**config.mk**
```make
export PLATFORM = sky130hd
export DESIGN_NAME = sf_hybrid_gate
export DESIGN_NICKNAME = d
export VERILOG_FILES = /design/src/rtl/sf_pkg.sv /design/src/rtl/sf_incl_cbf.sv /design/src/rtl/sf_excl_tab.sv /design/src/rtl/sf_hybrid_gate.sv
export SDC_FILE = /design/constraint.sdc
export NUM_CORES = 2
export LEC_CHECK = 0
export BUFFER_PORTS_ARGS = -buffer_cell sky130_fd_sc_hd__buf_2
export CAP_MARGIN = 5
export CELL_PAD_IN_SITES_DETAIL_PLACEMENT = 1
export CELL_PAD_IN_SITES_GLOBAL_PLACEMENT = 1
export CORE_MARGIN = 2
export CORE_UTILIZATION = 35
export CTS_BUF_LIST = sky130_fd_sc_hd__clkbuf_8
export DETAILED_ROUTE_END_ITERATION = 8
export PLACE_DENSITY_LB_ADDON = 0.08
export SLEW_MARGIN = 20
export SYNTH_ARGS = -nofsm -noshare
export SYNTH_HDL_FRONTEND = slang
export SYNTH_SLANG_ARGS = --single-unit
export TNS_END_PERCENT = 20
```
**constraint.sdc**
```tcl
create_clock -name clk -period 7.9 [get_ports clk]
set_clock_uncertainty 0.1 [all_clocks]
set_input_delay 1.58 -clock clk [delete_from_list [all_inputs] [get_ports clk]]
set_output_delay 1.58 -clock clk [all_outputs]
set_load 0.01 [all_outputs]
```
**src/rtl/sf_pkg.sv**
```systemverilog
package sf_pkg;
  typedef struct packed {
    logic vld;
    logic drop;
  } sf_dec_t;
endpackage

```
**src/rtl/sf_incl_cbf.sv**
```systemverilog
// Counting Bloom filter: NHASH banks of counters, each indexed by an
// address slice; a bank reports presence when its selected counter is non-zero.
module sf_incl_cbf #(
  parameter int AW     = 32,
  parameter int NHASH  = 3,
  parameter int IDX_W  = 5,
  parameter int STRIDE = 3,
  parameter int CNT_W  = 4
) (
  input  logic          clk,
  input  logic          rst,
  input  logic          inc_v,
  input  logic [AW-1:0] inc_a,
  input  logic          dec_v,
  input  logic [AW-1:0] dec_a,
  input  logic [AW-1:0] q_a,
  output logic          q_maybe
);
  localparam int NSLOT = 1 << IDX_W;
  localparam logic [CNT_W-1:0] CMAX = '1;
  localparam logic [CNT_W-1:0] ONE  = CNT_W'(1);

  logic [NHASH-1:0] bank_set;

  for (genvar k = 0; k < NHASH; k++) begin : g_bank
    logic [CNT_W-1:0] ctr [NSLOT];
    logic [IDX_W-1:0] ii, di, qi;

    assign ii = inc_a[k*STRIDE +: IDX_W];
    assign di = dec_a[k*STRIDE +: IDX_W];
    assign qi = q_a[k*STRIDE +: IDX_W];

    always_ff @(posedge clk) begin
      if (rst) begin
        for (int s = 0; s < NSLOT; s++) ctr[s] <= '0;
      end else begin
        for (int s = 0; s < NSLOT; s++) begin
          if ((inc_v && ii == IDX_W'(s)) && !(dec_v && di == IDX_W'(s)))
            ctr[s] <= ctr[s] + ONE;
          else if ((dec_v && di == IDX_W'(s)) && !(inc_v && ii == IDX_W'(s)))
            ctr[s] <= ctr[s] - ONE;
        end
      end
    end

    assign bank_set[k] = (ctr[qi] != '0);

    // a net increment must find room in the counter
    assert_no_overflow_R5: assert property (@(posedge clk) disable iff (rst)
      (inc_v && !(dec_v && di == ii)) |-> (ctr[ii] != CMAX));
    // a net decrement must find a non-zero counter
    assert_no_underflow_R5: assert property (@(posedge clk) disable iff (rst)
      (dec_v && !(inc_v && di == ii)) |-> (ctr[di] != '0));
  end

  assign q_maybe = &bank_set;
endmodule

```
**src/rtl/sf_excl_tab.sv**
```systemverilog
// Fully associative table of recent snoop-miss addresses, round-robin fill.
module sf_excl_tab #(
  parameter int AW    = 32,
  parameter int DEPTH = 16
) (
  input  logic          clk,
  input  logic          rst,
  input  logic [AW-1:0] q_a,
  output logic          q_hit,
  input  logic          ins_v,
  input  logic [AW-1:0] ins_a,
  input  logic          kill_v,
  input  logic [AW-1:0] kill_a
);
  localparam int PW = $clog2(DEPTH);
  localparam logic [PW-1:0] LAST = PW'(DEPTH - 1);

  logic [AW-1:0]    tag [DEPTH];
  logic [DEPTH-1:0] vld;
  logic [PW-1:0]    ptr;
  logic [DEPTH-1:0] m_q, m_i, m_k;
  logic             ins_do;

  for (genvar i = 0; i < DEPTH; i++) begin : g_cmp
    assign m_q[i] = vld[i] && (tag[i] == q_a);
    assign m_i[i] = vld[i] && (tag[i] == ins_a);
    assign m_k[i] = vld[i] && (tag[i] == kill_a);
  end

  assign q_hit  = |m_q;
  assign ins_do = ins_v && !(|m_i) && !(kill_v && kill_a == ins_a);

  always_ff @(posedge clk) begin
    if (ins_do) tag[ptr] <= ins_a;
  end

  always_ff @(posedge clk) begin
    if (rst) begin
      vld <= '0;
      ptr <= '0;
    end else begin
      if (ins_do) ptr <= (ptr == LAST) ? '0 : ptr + PW'(1);
      for (int i = 0; i < DEPTH; i++) begin
        if (ins_do && ptr == PW'(i)) vld[i] <= 1'b1;
        else if (kill_v && m_k[i])  vld[i] <= 1'b0;
      end
    end
  end

  for (genvar i = 0; i < DEPTH; i++) begin : g_chk
    // after an allocation no valid entry holds that address
    assert_alloc_clears_R7: assert property (@(posedge clk) disable iff (rst)
      kill_v |=> !(vld[i] && tag[i] == $past(kill_a)));
  end
endmodule

```
**src/rtl/sf_hybrid_gate.sv**
```systemverilog
module sf_hybrid_gate
  import sf_pkg::*;
#(
  parameter int AW     = 32,
  parameter int NHASH  = 3,
  parameter int IDX_W  = 5,
  parameter int STRIDE = 3,
  parameter int CNT_W  = 4,
  parameter int XDEPTH = 16
) (
  input  logic          clk,
  input  logic          rst,
  input  logic          snp_v,
  input  logic [AW-1:0] snp_a,
  input  logic          res_v,
  input  logic [AW-1:0] res_a,
  input  logic          res_hit,
  input  logic          alloc_v,
  input  logic [AW-1:0] alloc_a,
  input  logic          evict_v,
  input  logic [AW-1:0] evict_a,
  output logic          dec_v,
  output logic          dec_drop
);
  logic    incl_maybe, excl_hit, same_fill;
  sf_dec_t nxt, cur;

  sf_incl_cbf #(
    .AW(AW), .NHASH(NHASH), .IDX_W(IDX_W), .STRIDE(STRIDE), .CNT_W(CNT_W)
  ) u_incl (
    .clk(clk), .rst(rst),
    .inc_v(alloc_v), .inc_a(alloc_a),
    .dec_v(evict_v), .dec_a(evict_a),
    .q_a(snp_a), .q_maybe(incl_maybe)
  );

  sf_excl_tab #(.AW(AW), .DEPTH(XDEPTH)) u_excl (
    .clk(clk), .rst(rst),
    .q_a(snp_a), .q_hit(excl_hit),
    .ins_v(res_v && !res_hit), .ins_a(res_a),
    .kill_v(alloc_v), .kill_a(alloc_a)
  );

  assign same_fill = alloc_v && (alloc_a == snp_a);

  always_comb begin
    nxt.vld  = snp_v;
    nxt.drop = snp_v && !same_fill && (!incl_maybe || excl_hit);
  end

  always_ff @(posedge clk) begin
    if (rst) cur <= '0;
    else     cur <= nxt;
  end

  assign dec_v    = cur.vld;
  assign dec_drop = cur.drop;

  assert_reset_quiet_R1: assert property (@(posedge clk)
    rst |=> (!dec_v && !dec_drop));
  assert_one_cycle_R2: assert property (@(posedge clk) disable iff (rst)
    snp_v |=> dec_v);
  assert_no_idle_dec_R2: assert property (@(posedge clk) disable iff (rst)
    !snp_v |=> !dec_v);
  assert_fill_forwards_R9: assert property (@(posedge clk) disable iff (rst)
    (snp_v && alloc_v && alloc_a == snp_a) |=> !dec_drop);
endmodule

```
==> flow_summary.toml <==
[global_route]
grt.overflow.total = 0
grt_antenna_before_repair = 9
grt_pass1_vias = 49910
grt_max_degree = 121
groute.usage.overall_pct = 29.08
grt_first_pass_wirelength_microns = 382300

[clocking]
cts_made_buffers = 179
post_cts_buffers = 0
clk_latency_ps = 980
postCtsHoldBufs = 0
cts.sinks = 918
cts.clk_slew.worst_paths_ps = 60
cts_buffer_depth = 3
cts_resized = 0
cts_tree = "yes"
cts-root-buf = "clkbuf_8"
ctsHtreeMaxLevel = 4

[timing]
drv_slew = 0
fin_crit_sh_pct = 65.35
max-slew-margin-rel_pct = 23.59
worstMarginPinSlew_ps = 1136
period_minus_slack_ps = 5163
rsz0062_at_grt = "false"
setup_tns_ps = 0
max_freq_mhz = 193.7
setup_viol = 0
hold_viol = 0
fin_ws_ps = 2737

[setup_path]
cp.required_ps = 8380
worst-r2r-cell-count = 11
crit_type = "input pin to flip-flop"
crit_path_top_delay_cell = "buf_2"
worst_setup_path_start_kind = "input pin"
cp.arrival_ps = 5650
rr_startpoint = "u_excl.tag[2][31]"
crit_top_cell = "buf_4"
worst-path-buf-inv = 4
r2r_slack_ps = 3630
critPathTopFamily = "buffers and inverters"
crit_fanout = 32
r2r_end = "u_excl.tag[14][23]"
crit_chain = "buf_2 > buf_4 > xor2_1 > nor3_1 > nand3_1 > nor3_1 > or4_4 > nor4_4 > nand2_2 > buf_4 > nor3_2 > buf_4"
slowest_delay_ps = 780
end_kind = "flip-flop"

[floorplanning]
die_area_sq_um = 184400
rows = 156
start_util_pct = 35.12
die_y_microns = 429.4
die_x_microns = 429.4
core_sq_um = 180400
pin_count = 137

[power]
p_leak_nw = 25.44
power.total_mw = 12.50
peakVddDrop_mv = 0.1828
power.share.clock_pct = 39.9
power_switching_mw = 3.744
seqPwrFrac_pct = 45.1
p_per_area_nw_per_um2 = 177.2
swShare_pct = 29.96
intPower_mw = 8.753
pwr-share-comb_pct = 15.0

[route]
antenna_left = 0
via_count = 48040
drt_iter0_drc = 4069
avgRoutedWirePerCell_microns = 31.45
via_per_inst = 5.584
routed_wl_microns = 270600
drc = 0
drt_first_pass_iters = 5

[placed_design]
io_buffers = 115
globalplace.congestion = 0.9053
place_inst = 8262
hpwl_microns = 187600
pre_cts_ws_ps = 1841

[logic_synthesis]
netlist_area_sq_um = 63340
synth_fp_nets = 6322
synth_cells = 5898
avgSynthCellArea_sq_um = 10.74
synth-seq-cells = 918
netlist_top_cells_area = "edfxtp_1 42%, xnor2_1 16%, xor2_1 9.6%"
yosys_warnings = 0
synth_edf_count = 896
synth_top_area_share_pct = 42.48
synth_area_leader_cell = "edfxtp_1"
yosys-top-cells-count = "1143 x xnor2_1, 896 x edfxtp_1, 696 x xor2_1"
yosysUniqueCellTypes = 69
async_flop_share_pct = 0
synth.most_common_cell = "xnor2_1"
ys_seq_area_share_pct = 43.17
synth-main-ff-cell = "edfxtp_1"

[outcome]
status = "completed"

[run]
drv_cap = 0

[min_path]
hold_depth = 2
hold_path_class = "flip-flop to flip-flop"
hold_start = "u_excl.vld[5]"
worstHoldEndpoint = "u_excl.vld[5]"

[cells_and_area]
filler_cell_count = 19850
fin_cells = 8603
finalNetCount = 6497
layout-drive-gt1-share_pct = 10.57
fin_util_pct = 39.11
syn_to_final_growth_pct = 11.35
==> layer usage <==
layer | vias up | global-route usage, % | share of wire (%)
met1 | 24560 | 36.74 | 41
met5 | - | 0 | 0.0044
met2 | 1751 | 47.28 | 47
met4 | 2 | 16.77 | 6.4
li1 | 21030 | - | -
met3 | 696 | 4.456 | 5.9
==> kinds of logic (layout without fill, tap and decap cells) <==
family	after synthesis	in the layout	share of synthesized area, %
XOR/XNOR	1839	1839	25.43
AND/OR/NAND/NOR	1751	1751	14.48
other	0	9	0
AO/OA/AOI/OAI	450	450	4.790
buffers and inverters	610	936	4.358
adder cells (fa/ha/maj)	289	289	6.811
multiplexers	41	41	0.9581
flip-flops	918	918	43.17
==> tightest hold or removal path, stage by stage, from the launching register on <==
cell and delay (ps):
dfxtp_1 330, o41ai_1 70, o32ai_1 70
==> cell type report <==
class	count	area, sq um	area share (%)
Inverter	312	1171	1.660
Tap cell	2370	2965	4.204
Antenna cell	9	22.52	0.03193
Clock inverter	139	939.7	1.332
Multi-Input combinational cell	4370	33290	47.21
Sequential cell	918	27350	38.77
Clock buffer	193	2656	3.766
Timing Repair Buffer	292	2135	3.026
==> power groups by stage <==
stage / clock network, mW / registers, mW / logic (mW)
after floorplan: 0 / 5.70 / 1.10
after global placement: 0 / 5.73 / 1.83
after detailed placement: 0 / 5.74 / 1.85
after CTS: 5.13 / 5.64 / 1.86
after global routing: 5.33 / 5.65 / 1.98
final: 4.99 / 5.64 / 1.87
==> flip-flops by register name, summed over array words and instances (netlist names) <==
| register | cells |
|---|---|
| u_excl.ptr | 4 |
| u_excl.tag | 512 |
| dec_drop | 1 |
| u_excl.vld | 16 |
| u_incl.g_bank.ctr | 384 |
| dec_v | 1 |
==> layout by cell type (no fill, tap or decap), types with 24 or more instances in the layout <==
cell,netlist,routed
nand2b_1,87,87
clkinv_2,0,24
ha_1,196,196
fa_1,93,93
a21o_1,98,98
nor2b_1,33,33
nand2_1,117,117
clkbuf_8,0,193
inv_1,310,363
nor2_1,515,514
xor2_1,696,696
buf_2,55,111
nand4_1,283,283
a21oi_1,146,146
clkinv_1,2,35
a221oi_1,25,25
edfxtp_1,896,896
o21ai_0,39,39
nor4_1,247,247
or2_2,54,54
xnor2_1,1143,1143
nor3_1,129,117
or3_1,68,68
nand3_1,138,138
buf_4,27,163
==> worst max-delay path by stage <==
stage,cells past startpoint,end,start,slack (ps)
2_1_floorplan,11,u_excl.tag[10][0],res_a[4],1810
3_3_place_gp,12,u_excl.tag[14][7],res_a[22],1850
3_5_place_dp,12,u_excl.tag[12][27],res_a[22],1840
4_1_cts,12,u_excl.tag[14][18],res_a[22],2900
5_1_grt,12,u_excl.tag[13][10],res_a[22],2710
6_report,12,u_excl.tag[14][23],res_a[22],2740
==> metrics by stage <==
stage / hold WS, ps / cell area, sq um
after CTS: 420.3 / 70500
after global routing: 457.2 / 70510
after global placement: 405.4 / 66910
after floorplan: 365.7 / 63340
final: 431.2 / 70530
after detailed placement: 408.6 / 66910
(Power assumes the default switching activity.)
